===== config.mk =====
export PLATFORM = sky130hd
export DESIGN_NAME = xbus_cycle_ctrl
export DESIGN_NICKNAME = d
export VERILOG_FILES = /design/src/rtl/xbus_pkg.sv /design/src/rtl/xbus_sync.sv /design/src/rtl/xbus_wclk.sv /design/src/rtl/xbus_fsm.sv /design/src/rtl/xbus_cycle_ctrl.sv
export SDC_FILE = /design/constraint.sdc
export NUM_CORES = 1
export LEC_CHECK = 0
export BUFFER_PORTS_ARGS = -buffer_cell sky130_fd_sc_hd__buf_4
export CORE_ASPECT_RATIO = 2
export CORE_MARGIN = 4
export CORE_UTILIZATION = 45
export DETAILED_ROUTE_END_ITERATION = 6
export PLACE_DENSITY = 0.82
export SLEW_MARGIN = 20
export SYNTH_ARGS = -nofsm -noshare
export SYNTH_HDL_FRONTEND = slang
export SYNTH_SLANG_ARGS = --single-unit

===== constraint.sdc =====
create_clock -name clk -period 2.55 [get_ports clk]
set_input_delay 0.1275 -clock clk [delete_from_list [all_inputs] [get_ports clk]]
set_output_delay 0.1275 -clock clk [all_outputs]
set_load 0.005 [all_outputs]

===== src/rtl/xbus_pkg.sv =====
package xbus_pkg;
    typedef enum logic [1:0] {
        ST_IDLE = 2'd0,
        ST_ALE  = 2'd1,
        ST_STRB = 2'd2,
        ST_DONE = 2'd3
    } xbus_state_t;
endpackage


===== src/rtl/xbus_sync.sv =====
module xbus_sync #(
    parameter int STAGES = 2
) (
    input  logic clk,
    input  logic rst_n,
    input  logic d,
    output logic q
);
    logic [STAGES-1:0] chain;

    always_ff @(posedge clk or negedge rst_n) begin
        if (!rst_n) chain <= '1;
        else        chain <= {chain[STAGES-2:0], d};
    end

    assign q = chain[STAGES-1];
endmodule


===== src/rtl/xbus_wclk.sv =====
module xbus_wclk (
    input  logic clk,
    input  logic rst_n,
    input  logic en,
    output logic wclk
);
    always_ff @(posedge clk or negedge rst_n) begin
        if (!rst_n)  wclk <= 1'b0;
        else if (en) wclk <= ~wclk;
        else         wclk <= 1'b0;
    end

    AST_WCLK_TOGGLE: assert property (@(posedge clk) disable iff (!rst_n)
        (en && $past(en)) |-> (wclk != $past(wclk)))
        else $error("wclk did not toggle");
    AST_WCLK_IDLE: assert property (@(posedge clk) disable iff (!rst_n)
        $past(!en) |-> !wclk)
        else $error("wclk not low while disabled");
endmodule


===== src/rtl/xbus_fsm.sv =====
module xbus_fsm
    import xbus_pkg::*;
#(
    parameter int ADDR_W = 18,
    parameter int DATA_W = 8
) (
    input  logic              clk,
    input  logic              rst_n,
    input  logic              req,
    input  logic [ADDR_W-1:0] req_addr,
    input  logic              req_wr,
    input  logic              req_code,
    input  logic [DATA_W-1:0] req_wdata,
    input  logic [1:0]        cfg_wait_n,
    input  logic              cfg_ale_short,
    input  logic              cfg_page,
    input  logic              hold,
    input  logic [DATA_W-1:0] p0_in,
    input  logic [DATA_W-1:0] p2_in,
    output logic              ale,
    output logic              rd_n,
    output logic              wr_n,
    output logic              psen_n,
    output logic [ADDR_W-2*DATA_W-1:0] a_ext,
    output logic [DATA_W-1:0] p0_out,
    output logic              p0_oe,
    output logic [DATA_W-1:0] p2_out,
    output logic              p2_oe,
    output logic [DATA_W-1:0] rdata,
    output logic              done
);
    localparam int EXT_W = ADDR_W - 2*DATA_W;
    localparam logic [EXT_W-1:0] FAST_REGION = EXT_W'(1);

    xbus_state_t       state;
    logic [1:0]        cnt;
    logic [ADDR_W-1:0] addr_q;
    logic [DATA_W-1:0] wdata_q;
    logic              wr_q, code_q, page_q;
    logic [1:0]        ws_q;
    logic [1:0]        ws_new;

    assign ws_new = (req_addr[ADDR_W-1:2*DATA_W] == FAST_REGION) ? 2'd0 : ~cfg_wait_n;

    always_ff @(posedge clk or negedge rst_n) begin
        if (!rst_n) begin
            state   <= ST_IDLE;
            cnt     <= '0;
            addr_q  <= '0;
            wdata_q <= '0;
            wr_q    <= 1'b0;
            code_q  <= 1'b0;
            page_q  <= 1'b0;
            ws_q    <= '0;
            rdata   <= '0;
        end else begin
            unique case (state)
                ST_IDLE: begin
                    if (req) begin
                        state   <= ST_ALE;
                        cnt     <= cfg_ale_short ? 2'd0 : 2'd2;
                        addr_q  <= req_addr;
                        wdata_q <= req_wdata;
                        wr_q    <= req_wr;
                        code_q  <= req_code;
                        page_q  <= cfg_page;
                        ws_q    <= ws_new;
                    end
                end
                ST_ALE: begin
                    if (cnt == 2'd0) begin
                        state <= ST_STRB;
                        cnt   <= ws_q;
                    end else begin
                        cnt <= cnt - 2'd1;
                    end
                end
                ST_STRB: begin
                    if (!hold) begin
                        if (cnt == 2'd0) begin
                            state <= ST_DONE;
                            rdata <= page_q ? p2_in : p0_in;
                        end else begin
                            cnt <= cnt - 2'd1;
                        end
                    end
                end
                ST_DONE: state <= ST_IDLE;
            endcase
        end
    end

    always_comb begin
        ale    = 1'b0;
        rd_n   = 1'b1;
        wr_n   = 1'b1;
        psen_n = 1'b1;
        a_ext  = '0;
        p0_out = '0;
        p0_oe  = 1'b0;
        p2_out = '0;
        p2_oe  = 1'b0;
        done   = 1'b0;
        unique case (state)
            ST_IDLE: ;
            ST_ALE: begin
                ale    = 1'b1;
                a_ext  = addr_q[ADDR_W-1:2*DATA_W];
                p0_out = addr_q[DATA_W-1:0];
                p0_oe  = 1'b1;
                p2_out = addr_q[2*DATA_W-1:DATA_W];
                p2_oe  = 1'b1;
            end
            ST_STRB: begin
                wr_n   = ~wr_q;
                psen_n = ~(~wr_q & code_q);
                rd_n   = ~(~wr_q & ~code_q);
                a_ext  = addr_q[ADDR_W-1:2*DATA_W];
                if (page_q) begin
                    p0_out = addr_q[DATA_W-1:0];
                    p0_oe  = 1'b1;
                    p2_out = wr_q ? wdata_q : '0;
                    p2_oe  = wr_q;
                end else begin
                    p2_out = addr_q[2*DATA_W-1:DATA_W];
                    p2_oe  = 1'b1;
                    p0_out = wr_q ? wdata_q : '0;
                    p0_oe  = wr_q;
                end
            end
            ST_DONE: done = 1'b1;
        endcase
    end

    AST_ONE_STROBE: assert property (@(posedge clk) disable iff (!rst_n)
        $countones({~rd_n, ~wr_n, ~psen_n}) <= 1)
        else $error("more than one strobe low");
    AST_ALE_NO_STROBE: assert property (@(posedge clk) disable iff (!rst_n)
        ale |-> (rd_n && wr_n && psen_n))
        else $error("strobe during address latch");
    AST_DONE_AFTER_STROBE: assert property (@(posedge clk) disable iff (!rst_n)
        $rose(done) |-> $past(!rd_n || !wr_n || !psen_n))
        else $error("done without preceding strobe");
    AST_HOLD_STRETCH: assert property (@(posedge clk) disable iff (!rst_n)
        (state == ST_STRB && hold) |=> (state == ST_STRB))
        else $error("strobe ended while held");
    AST_DONE_PULSE: assert property (@(posedge clk) disable iff (!rst_n)
        done |=> !done)
        else $error("done longer than one clock");
endmodule


===== src/rtl/xbus_cycle_ctrl.sv =====
module xbus_cycle_ctrl #(
    parameter int ADDR_W = 18,
    parameter int DATA_W = 8
) (
    input  logic              clk,
    input  logic              rst_n,
    input  logic              req,
    input  logic [ADDR_W-1:0] req_addr,
    input  logic              req_wr,
    input  logic              req_code,
    input  logic [DATA_W-1:0] req_wdata,
    input  logic [1:0]        cfg_wait_n,
    input  logic              cfg_ale_short,
    input  logic              cfg_page,
    input  logic              cfg_sync_wait_en,
    input  logic              cfg_wclk_en,
    input  logic              await_n,
    input  logic              wait_n,
    input  logic [DATA_W-1:0] p0_in,
    input  logic [DATA_W-1:0] p2_in,
    output logic              ale,
    output logic              rd_n,
    output logic              wr_n,
    output logic              psen_n,
    output logic [ADDR_W-2*DATA_W-1:0] a_ext,
    output logic [DATA_W-1:0] p0_out,
    output logic              p0_oe,
    output logic [DATA_W-1:0] p2_out,
    output logic              p2_oe,
    output logic [DATA_W-1:0] rdata,
    output logic              done,
    output logic              wclk
);
    logic await_s;
    logic hold;

    xbus_sync #(.STAGES(2)) u_sync (
        .clk(clk), .rst_n(rst_n), .d(await_n), .q(await_s)
    );

    assign hold = ~await_s | (cfg_sync_wait_en & ~wait_n);

    xbus_fsm #(.ADDR_W(ADDR_W), .DATA_W(DATA_W)) u_fsm (
        .clk(clk), .rst_n(rst_n), .req(req), .req_addr(req_addr),
        .req_wr(req_wr), .req_code(req_code), .req_wdata(req_wdata),
        .cfg_wait_n(cfg_wait_n), .cfg_ale_short(cfg_ale_short),
        .cfg_page(cfg_page), .hold(hold), .p0_in(p0_in), .p2_in(p2_in),
        .ale(ale), .rd_n(rd_n), .wr_n(wr_n), .psen_n(psen_n),
        .a_ext(a_ext), .p0_out(p0_out), .p0_oe(p0_oe),
        .p2_out(p2_out), .p2_oe(p2_oe), .rdata(rdata), .done(done)
    );

    xbus_wclk u_wclk (
        .clk(clk), .rst_n(rst_n), .en(cfg_wclk_en), .wclk(wclk)
    );
endmodule


# Yosys cells after proc, flatten, opt, wreduce, memory -nomap -nowiden
# Cells that the tools add are included.
[totals] register_bits=46 out_inout_bits=34 in_bits=55
[classes] n_reduce_logical=8 bitwise_logic=13 eq_ne=9 muxes=29 addsub=1
[op_table] operator="8-bit 2-to-1 mux" n=4
[op_table] operator="8-bit one-hot mux with 2 select lines" n=2
[op_table] operator="2-bit 2-to-1 mux" n=11
[op_table] operator="1-bit 2-to-1 mux" n=8
[op_table] operator="1-bit inverter" n=8
[op_table] operator="2-bit one-hot mux with 4 select lines" n=1
[op_table] operator="4-bit AND reduction" n=2
[op_table] operator="2-bit != test (second input constant)" n=3
[op_table] operator="2-bit one-hot mux with 3 select lines" n=1
[op_table] operator="2-bit by 1-bit equality test with 1-bit output (second input constant)" n=2
[op_table] operator="2-bit equality test (second input constant)" n=2
[op_table] operator="2-bit zero test" n=2
[op_table] operator="2-bit by 1-bit != test with 1-bit output (second input constant)" n=2
[op_table] operator="1-bit one-hot mux with 2 select lines" n=2
[op_table] operator="1-bit AND" n=3
[op_table] operator="3-bit AND reduction" n=1
[op_table] operator="3-bit nonzero test" n=1
[op_table] operator="2-bit inverter" n=1
[op_table] operator="2-bit AND reduction" n=1
[op_table] operator="2-bit OR reduction" n=1
[op_table] operator="2-bit by 1-bit subtractor with 2-bit output (second input constant)" n=1
[op_table] operator="1-bit bitwise OR" n=1

# Depth between registers and ports, before layout
# Gate-level depths: netlist of run 1.
[logic_depth] word_depth=5 depth_mapped=7

# Cells and area by module
# From an unflattened synthesis of run 1, not the netlist that was laid out.
[unflattened] hier_cells=204 hier_area_um2=2301.0
[modules_own_cells] module="xbus_fsm" n_inst=1 seq_area_each_um2=1076.0 area_each_um2=2197.1 cells_per_inst=198
[modules_own_cells] module="xbus_sync" n_inst=1 seq_area_each_um2=52.6 area_each_um2=52.6 cells_per_inst=2
[modules_own_cells] module="xbus_wclk" n_inst=1 seq_area_each_um2=25.0 area_each_um2=38.8 cells_per_inst=2
[modules_own_cells] module="xbus_cycle_ctrl" n_inst=1 seq_area_each_um2=0.0 area_each_um2=12.5 cells_per_inst=2

# Least setup slack after synthesis of run 1
# Ideal clock, no wire load.
[synth_path] kind="register to register" start="reg u_fsm.state[0]" end="reg u_fsm.cnt[0]" synth_period_minus_slack_ps=1680 setup_ps=125 arrival_ps=1555 stages_incl_launch_ff=7 slack_ps=870 path_cell_list="dfrtp_1 > inv_1 > ha_1 > inv_2 > o221a_4 > o311ai_4 > mux2_4"
[synth_via] elab_chain_cells=3
[synth_rtl] element="start, declared" line_no="xbus_fsm.sv:35" rtl="xbus_state_t state;"
[synth_rtl] element="start signal, assigned" line_no="xbus_fsm.sv:47" rtl="state <= ST_IDLE;"
[synth_rtl] element="start signal, assigned" line_no="xbus_fsm.sv:60" rtl="state <= ST_ALE;"
[synth_rtl] element="start signal, assigned" line_no="xbus_fsm.sv:72" rtl="state <= ST_STRB;"
[synth_rtl] element="2-bit equality test, or another cell as far along" line_no="xbus_fsm.sv:57" rtl="unique case (state)"
[synth_rtl] element="2-bit != test (no line) / 3-bit nonzero test (equally long branches)"
[synth_rtl] element="4-bit AND reduction (no line)"
[synth_rtl] element="end signal, assigned" line_no="xbus_fsm.sv:61" rtl="cnt <= cfg_ale_short ? 2'd0 : 2'd2;"
[synth_rtl] element="end signal, assigned" line_no="xbus_fsm.sv:73" rtl="cnt <= ws_q;"
[synth_rtl] element="end signal, assigned" line_no="xbus_fsm.sv:75" rtl="cnt <= cnt - 2'd1;"
[synth_rtl] element="end, declared" line_no="xbus_fsm.sv:36" rtl="logic [1:0] cnt;"
# Several ways; a longest one is shown, not always the timed one.
# A chain may end at the register's enable or synchronous reset.

# Worst setup path in the final report of run 1
[layout_path] start="reg u_fsm.state[1]" end="out p0_oe"
[layout_via] elab_chain_cells=2
[layout_rtl] element="2-bit equality test / 2-bit by 1-bit equality test with 1-bit output (equally long branches)" line_no="xbus_fsm.sv:104" rtl="unique case (state)"
[layout_rtl] element="1-bit one-hot mux with 2 select lines (*)" line_no="xbus_fsm.sv:104"
[layout_rtl] element="end, declared" line_no="xbus_cycle_ctrl.sv:27" rtl="output logic p0_oe,"
# Mark *: on every way between the ends. The rest lies on a longest branch, timed or not.

==> results of run 1 <==
==> flip-flops by register name, indices dropped and copies added, names as in the netlist <==
| register | flops |
|---|---|
| u_fsm.addr_q | 18 |
| u_fsm.cnt | 2 |
| u_fsm.code_q | 1 |
| u_fsm.page_q | 1 |
| u_fsm.rdata | 8 |
| u_fsm.state | 2 |
| u_fsm.wdata_q | 8 |
| u_fsm.wr_q | 1 |
| u_fsm.ws_q | 2 |
| u_sync.chain | 2 |
| u_wclk.wclk | 1 |
==> per-layer routing <==
layer / vias to the layer above / share of wire [%] / global-route usage [%]
met2: 47 / 59 / 35.0
met3: 10 / 4.1 / 3.96
met1: 918 / 34 / 19.6
li1: 893 / - / -
met4: 0 / 2.7 / 7.94
met5: - / 0 / 0
==> cells in the mapped netlist (all sizes together) <==
library cell | count | share of area (%)
o21ai | 19 | 4.2
clkbuf | 4 | 0.64
dfrtp | 44 | 47
a21o | 1 | 0.32
nand3b | 1 | 0.32
o22ai | 1 | 0.27
nor2 | 1 | 0.16
dfstp | 2 | 2.2
inv | 10 | 1.6
and2 | 2 | 0.53
or3 | 1 | 0.32
o221a | 1 | 0.85
o2111ai | 1 | 0.37
nand3 | 2 | 0.43
nand2 | 17 | 2.7
nor3 | 1 | 0.21
mux2 | 30 | 15
mux2i | 9 | 3.8
nand2b | 1 | 0.27
o311ai | 1 | 1.1
a31oi | 1 | 0.27
and3 | 2 | 0.64
a22oi | 17 | 5.4
buf | 6 | 1.5
a21boi | 3 | 0.96
ha | 8 | 4.3
nor2b | 18 | 4.8
==> worst max-delay path, cell delays in order (launching register included) <==
cell and delay [ns]:
dfrtp_1 0.44, inv_1 0.12, ha_1 0.74, a21boi_0 0.34, buf_4 0.17
==> power by group through the flow <==
stage | Clock [mW] | Sequential (mW) | Combinational [mW]
after floorplan | 0 | 1.25 | 1.29
after global placement | 0 | 1.30 | 1.97
after CTS | 0.435 | 1.30 | 2.02
after global routing | 0.473 | 1.34 | 2.21
final | 0.422 | 1.30 | 2.00
after detailed placement | 0 | 1.31 | 2.01
==> what timing repair did <==
item                                   in CTS  in global routing
endpoints found under the hold margin      45                  0
setup endpoints to repair                   0                  9
hold buffers                                2                  0
gates resized for setup                     0                  2
==> worst max path at each step <==
stage	slack, ns	startpoint	to
2_1_floorplan	0.87	u_fsm.state[0]	u_fsm.cnt[0]
3_3_place_gp	0.54	u_fsm.state[0]	p0_out[1]
3_5_place_dp	0.48	u_fsm.state[0]	p0_out[1]
4_1_cts	0.14	u_fsm.state[0]	p0_out[6]
5_1_grt	0.13	u_fsm.state[0]	p0_out[7]
6_report	0.31	u_fsm.state[1]	p0_oe
==> area by class of cell <==
cell class | count | area, µm²
inverter | 10 | 37.5
timing repair buffer | 92 | 696
sequential | 46 | 1150
multi-input combinational | 138 | 1110
fill | 423 | 1800
clock buffer | 8 | 80.1
tap | 57 | 71.3
==> cells by family after synthesis <==
kind of cell    after synthesis
fa+ha+maj                     8
simple gates                 46
flops                        46
buf+inv                      20
mux                          39
compound gates               45
==> flow_summary.yaml, run 1 <==
layout:
  syn2layout_area_growth_pct: 34.6
  drive_gt1_share_pct: 46.6
  layout_common_cells: "buf_4, dfrtp_1, mux2_2, nor2b_1"
  diodes: 0
  num-nets-final: 356
  final_util_pct: 63.6
  design_area_um2: 3150
  final_common_cell: "buf_4"
  stdcell_count: 351
setup_path:
  start_kind: "register"
  rrSetupSlack_ns: 0.66
  end_kind: "primary output"
  reg2reg_to: "u_fsm.cnt[0]"
  cp.required_ns: 2.42
  cp.arrival_ns: 2.11
  crit_fanout: 25
  r2r-start: "u_fsm.state[0]"
  worst-r2r-cell-count: 6
  path_class: "register to primary output"
floorplan:
  dieArea_um2: 6490
  rows: 36
  pin_count: 89
  die_x_um: 59.0
  coreArea_um2: 4950
  dieHeight_um: 110
  initial_core_util_pct: 47.3
global_route:
  antenna_found_initial: 0
  grt_pass1_wl_mm: 9.21
  overflow: 0
  grt_usage_pct: 18.8
  grt_pass1_vias: 1982
  grt_max_degree: 47
placement:
  gp_congestion: 0.780
  pre_cts_ws_ns: 0.478
  io_buffers: 88
  place_inst: 341
  hpwlAfterDp_mm: 4.44
  dpl_cell_area_um2: 3040
synthesis:
  synth_seq_cells: 46
  synth_cells: 204
  ys_warn_count: 0
  synthSimpleGateAreaFrac_pct: 10.4
  synthAdderAreaFrac_pct: 4.27
  seq_area_frac_synth_pct: 49.3
  synth_top_family_by_area: "multiplexers"
  synth.distinct_cells: 32
  syn_nets: 267
  synth_xor_area_share_pct: 0
  synth_mux_area_share_pct: 18.4
  netlist_area_um2: 2340
  synth-compound-area-share_pct: 13.8
  postSynthAreaPerCell_um2: 11.5
clocking:
  clk_pin_slew_ns: 0.08
  clockBufferDepth: 2
  postCtsSetupRepairBufs: 0
  cts_root_buf: "clkbuf_8"
  clk-insertion-delay-late_ns: 0.29
  cts_htree_levels: 2
  cts_tree: "done"
  clock_sinks: 46
  cts_buffers: 5
power:
  p_sw_mw: 1.37
  powerDensity_nw_per_um2: 1180
  combPwrFrac_pct: 53.7
  clkPwrFrac_pct: 11.3
  p_int_mw: 2.36
  power_frac_seq_pct: 35.0
  leakagePower_nw: 1.51
  switching_share_pct: 36.8
  power_mw: 3.73
  vdd_drop_max_uv: 791
hold_path:
  hold_class: "input pin to register"
  hold_depth: 2
  hold_end: "u_fsm.ws_q[1]"
  min-delay-start: "cfg_wait_n[1]"
route:
  num_vias: 1868
  route.detailed.wl_per_inst_um: 16.2
  antenna_left: 0
  drt_pass1_iterations: 6
  drt_wl_total_mm: 5.69
  drc: 0
  avgViaCountPerCell: 5.32
  drt_iter0_markers: 74
sta:
  setup_slack_ns: 0.315
  fin_skew_ns: 0.00910
  hold_viol: 0
  relSlewSlack_pct: 55.4
  fin_crit_sh_pct: 87.6
  max_slew.worst_pin.slew_ns: 0.670
  final-max-slew-violation-count: 0
  period_needed_ns: 2.24
  finalSetupViolations: 0
  max_freq_ghz: 0.447
  rsz0062_at_grt: "no"
  fin_worst_hold_slack_ns: 0.0134
  setup_tns_ns: 0
outcome:
  outcome: "completed"
flow_run:
  max-cap-violations: 0
No activity file was read; power rests on OpenSTA's default activity.
==> inputs of run 2 (changes only) <==
Settings changed: CORE_MARGIN 4 to 1.5.
==> flow_summary.yaml, run 2 (synthesis gave the netlist of run 1 again) <==
setup_path:
  max_stage_delay_ns: 0.74
  cp_cell_sequence: "inv_1, ha_1, a21boi_0, buf_4"
  start_kind: "register"
  path_class: "register to primary output"
  cp.required_ns: 2.42
  cp_slowest_cell: "ha_1"
  cp.arrival_ns: 2.01
  path_buf_inv: 2
  r2r-start: "u_fsm.state[0]"
  crit_start: "u_fsm.state[0]"
  end_kind: "primary output"
  crit_family: "adder cells"
  crit_fanout: 25
placement:
  pre_cts_ws_ns: 0.480
  dpl_cell_area_um2: 3050
  gp_congestion: 0.803
  io_buffers: 88
  place_inst: 343
  hpwlAfterDp_mm: 4.20
route:
  drt_iter0_markers: 24
  avgViaCountPerCell: 5.27
  drc: 0
  drt_wl_total_mm: 5.62
  drt_pass1_iterations: 4
  route.detailed.wl_per_inst_um: 15.9
  antenna_left: 0
  num_vias: 1859
floorplan:
  dieHeight_um: 105
  dieArea_um2: 5670
  pin_count: 89
  die_x_um: 54.0
  initial_core_util_pct: 46.0
  rows: 37
  coreArea_um2: 5090
layout:
  num-nets-final: 357
  largest_reg_flops: 18
  drive_gt1_share_pct: 46.8
  ff_latch_area_um2: 1150
  nFillCells: 427
  final_util_pct: 62.5
  stdcell_count: 353
  final_common_cell: "buf_4"
  syn2layout_area_growth_pct: 35.8
  diodes: 0
  multi_input_area_um2: 1100
  layout_common_cells: "buf_4, dfrtp_1, mux2_2, nor2b_1"
  reg_top3: "u_fsm.addr_q x18, u_fsm.rdata x8, u_fsm.wdata_q x8"
  design_area_um2: 3180
  regMostFlops: "u_fsm.addr_q"
outcome:
  outcome: "completed"
clocking:
  clk_pin_slew_ns: 0.08
  clockBufferDepth: 2
  cts_buffers: 5
  cts_tree: "done"
  cts_htree_levels: 2
  clk-insertion-delay-late_ns: 0.30
  cts_root_buf: "clkbuf_8"
  clock_sinks: 46
power:
  power_mw: 3.85
  combPwrFrac_pct: 52.0
  switching_share_pct: 36.0
  clkPwrFrac_pct: 13.9
  power_frac_seq_pct: 34.0
  p_sw_mw: 1.38
  leakagePower_nw: 1.52
  p_int_mw: 2.46
  vdd_drop_max_uv: 789
  powerDensity_nw_per_um2: 1210
sta:
  setup_slack_ns: 0.409
  fin_skew_ns: 0.00625
  max_freq_ghz: 0.467
  final-max-slew-violation-count: 0
  rsz0062_at_grt: "no"
  finalSetupViolations: 0
  fin_crit_sh_pct: 84.0
  max_slew.worst_pin.slew_ns: 0.976
  setup_tns_ns: 0
  fin_worst_hold_slack_ns: 0.0161
  period_needed_ns: 2.14
  relSlewSlack_pct: 34.9
  hold_viol: 0
global_route:
  antenna_found_initial: 0
  grt_usage_pct: 22.2
  grt_pass1_wl_mm: 9.25
  grt_max_degree: 47
  overflow: 0
  grt_pass1_vias: 1933
hold_path:
  min-delay-start: "cfg_wait_n[1]"
  hold_class: "input pin to register"
flow_run:
  max-cap-violations: 0
-- run 2: cell types whose count changed in the layout (fill, tap and decap cells not counted), sizes merged --
cell      change
clkbuf        -2
bufinv        +1
clkinvlp      +1
buf           +1
-- run 2: worst paths after layout --
path                       slack (ns)  depth (start not counted)         endpoint
setup / recovery                 0.41                          4            p0_oe
hold / removal                   0.02                          2    u_fsm.ws_q[1]
setup reg to reg                 0.67                          5   u_fsm.rdata[6]
hold reg to reg                  0.36                          0  u_sync.chain[1]
max in group asynchronous        1.76                          2  u_fsm.addr_q[5]
min in group asynchronous        0.39                          2      u_wclk.wclk
-- run 2: per-layer routing --
| metal | vias up | track usage [%] | routed length [µm] |
|---|---|---|---|
| met5 | - | 0 | 0 |
| met2 | 52 | 39.5 | 3290 |
| met4 | 0 | 9.11 | 123 |
| li1 | 892 | - | - |
| met3 | 11 | 3.86 | 252 |
| met1 | 904 | 24.4 | 1960 |
-- run 2: area by class of cell --
type	instances	share of cell area [%]
Multi-Input combinational cell	138	34.7
Sequential cell	46	36.3
Clock buffer	6	2.28
Clock inverter	2	1.18
Timing Repair Buffer	93	22.1
Inverter	10	1.18
Tap cell	58	2.28
-- run 2: repair_timing --
item	CTS	global route
endpoints found under the hold margin	45	0
endpoints found under the setup margin	0	4
gates resized for setup	0	1
hold buffers	2	0
buffers inserted	0	0
-- run 2: power groups by stage --
stage	Sequential (mW)	Clock (mW)	Combinational (mW)
after floorplan	1.25	0	1.29
after global placement	1.31	0	1.96
after detailed placement	1.32	0	2.01
after CTS	1.30	0.552	2.02
after global routing	1.35	0.579	2.21
final	1.31	0.537	2.00
==> inputs of run 3 (changes only) <==
Settings changed: CORE_UTILIZATION 45 to 44, PLACE_DENSITY 0.82 to 0.84.
Clock period 2.55 ns to 1.9 ns, I/O delays scaled along.
==> flow_summary.yaml, run 3 (synthesis gave the netlist of run 1 again) <==
outcome:
  outcome: "completed"
setup_path:
  cp_cell_sequence: "buf_4, ha_1, nor2b_1, o21ai_1, a21boi_0, mux2_4"
  path_class: "register to register"
  end_kind: "register"
  rrSetupSlack_ns: 0.09
  max_stage_delay_ns: 0.46
  cp_slowest_cell: "dfrtp_2"
  start_kind: "register"
  worst-r2r-cell-count: 6
  cp.arrival_ns: 1.99
  reg2reg_to: "u_fsm.cnt[0]"
  cp.required_ns: 2.08
  crit_fanout: 6
  r2r-start: "u_fsm.state[0]"
global_route:
  grt_usage_pct: 20.4
  grt_pass1_wl_mm: 8.64
  overflow: 0
  antenna_found_initial: 0
  grt_max_degree: 47
  grt_pass1_vias: 1933
layout:
  reg_top3: "u_fsm.addr_q x18, u_fsm.rdata x8, u_fsm.wdata_q x8"
  largest_reg_flops: 18
  regMostFlops: "u_fsm.addr_q"
  final_util_pct: 64.9
  nFillCells: 410
  multi_input_area_um2: 1140
  syn2layout_area_growth_pct: 42.5
  layout_common_cells: "buf_4, dfrtp_1, mux2_2, nor2b_1"
  design_area_um2: 3340
  num-nets-final: 368
  final_common_cell: "buf_4"
  diodes: 0
  ff_latch_area_um2: 1160
  drive_gt1_share_pct: 51.6
clocking:
  cts_tree: "done"
  cts_buffers: 5
  cts_root_buf: "clkbuf_8"
  clockBufferDepth: 2
  clock_sinks: 46
  clk-insertion-delay-late_ns: 0.30
  cts_htree_levels: 2
  clk_pin_slew_ns: 0.09
floorplan:
  dieHeight_um: 106
  initial_core_util_pct: 45.6
  dieArea_um2: 5800
  coreArea_um2: 5140
  die_x_um: 54.6
  rows: 37
  pin_count: 89
route:
  num_vias: 1912
  drt_iter0_markers: 34
  drc: 0
  drt_wl_total_mm: 5.72
  avgViaCountPerCell: 5.25
  antenna_left: 0
  route.detailed.wl_per_inst_um: 15.7
  drt_pass1_iterations: 4
sta:
  max_freq_ghz: 0.552
  finalSetupViolations: 0
  relSlewSlack_pct: 60.6
  fin_skew_ns: 0.00952
  rsz0062_at_grt: "yes"
  hold_viol: 0
  period_needed_ns: 1.81
  max_slew.worst_pin.slew_ns: 0.591
  fin_crit_sh_pct: 95.4
  final-max-slew-violation-count: 0
  fin_worst_hold_slack_ns: 0.0271
placement:
  io_buffers: 88
  dpl_cell_area_um2: 3080
  hpwlAfterDp_mm: 4.11
  gp_congestion: 0.795
hold_path:
  hold_class: "input pin to register"
  hold_depth: 2
  hold_end: "u_fsm.addr_q[6]"
  min-delay-start: "req_addr[6]"
power:
  powerDensity_nw_per_um2: 1660
  vdd_drop_max_uv: 1120
  leakagePower_nw: 1.58
  power_mw: 5.52
flow_run:
  max-cap-violations: 0
run 3: cell count changes in the layout (fill, tap and decap cells not counted), moves of 3 or more:
cell   delta
ha_1      -4
inv_1     -3
buf_4     +5
buf_6     +3
run 3: timing repair:
| action | 4_1_cts | 5_1_grt |
|---|---|---|
| resized for setup | 8 | 12 |
| gates cloned | 0 | 0 |
| hold buffers | 4 | 0 |
| setup buffers | 0 | 6 |
| endpoints found under the hold margin | 47 | 0 |
| setup endpoints to repair | 17 | 16 |
run 3: routing by layer:
layer / wire length [µm] / share of wire [%] / global-route usage (%) / up-vias
li1: - / - / - / 918
met1: 2040 / 36 / 22.3 / 920
met5: 0 / 0 / 0 / -
met4: 229 / 4.0 / 10.2 / 0
met3: 198 / 3.5 / 3.23 / 19
met2: 3260 / 57 / 35.5 / 55
run 3: layout make-up:
cell class | instances | share of cell area, %
Sequential cell | 46 | 34.6
Tap cell | 58 | 2.17
Inverter | 10 | 1.27
Clock inverter | 3 | 1.35
Multi-Input combinational cell | 138 | 34.1
Clock buffer | 5 | 2.06
Timing Repair Buffer | 104 | 24.4
run 3: worst max-delay path by stage:
| stage | from | endpoint | cells past startpoint |
|---|---|---|---|
| floorplan | u_fsm.state[0] | u_fsm.cnt[0] | 6 |
| CTS | u_fsm.state[0] | p2_oe | 5 |
| global placement | u_fsm.state[0] | u_fsm.cnt[0] | 6 |
| detailed placement | u_fsm.state[1] | u_fsm.cnt[0] | 6 |
| global route | u_fsm.state[0] | p0_oe | 5 |
| finish | u_fsm.state[0] | u_fsm.cnt[0] | 6 |
run 3: where the power goes:
group	switching, mW	total [mW]	internal (mW)
Combinational	1.31	3.03	1.72
Clock	0.341	0.732	0.391
Sequential	0.320	1.76	1.44
run 3: per-stage QoR:
stage,std cells,setup slack [ns],setup TNS [ns]
after floorplan,204,0.220,0
after global placement,346,0.153,0
after detailed placement,346,0.0853,0
after CTS,358,0.0245,0
after global routing,364,-0.0155,-0.0443
final,364,0.0881,0
run 3: worst max-delay path, delay by kind of cell (launching register included):
family	cells	cell delay [ns]
compound gates	2	0.32
fa+ha+maj	1	0.30
buf+inv	1	0.15
flops	1	0.46
mux	1	0.28
simple gates	1	0.20
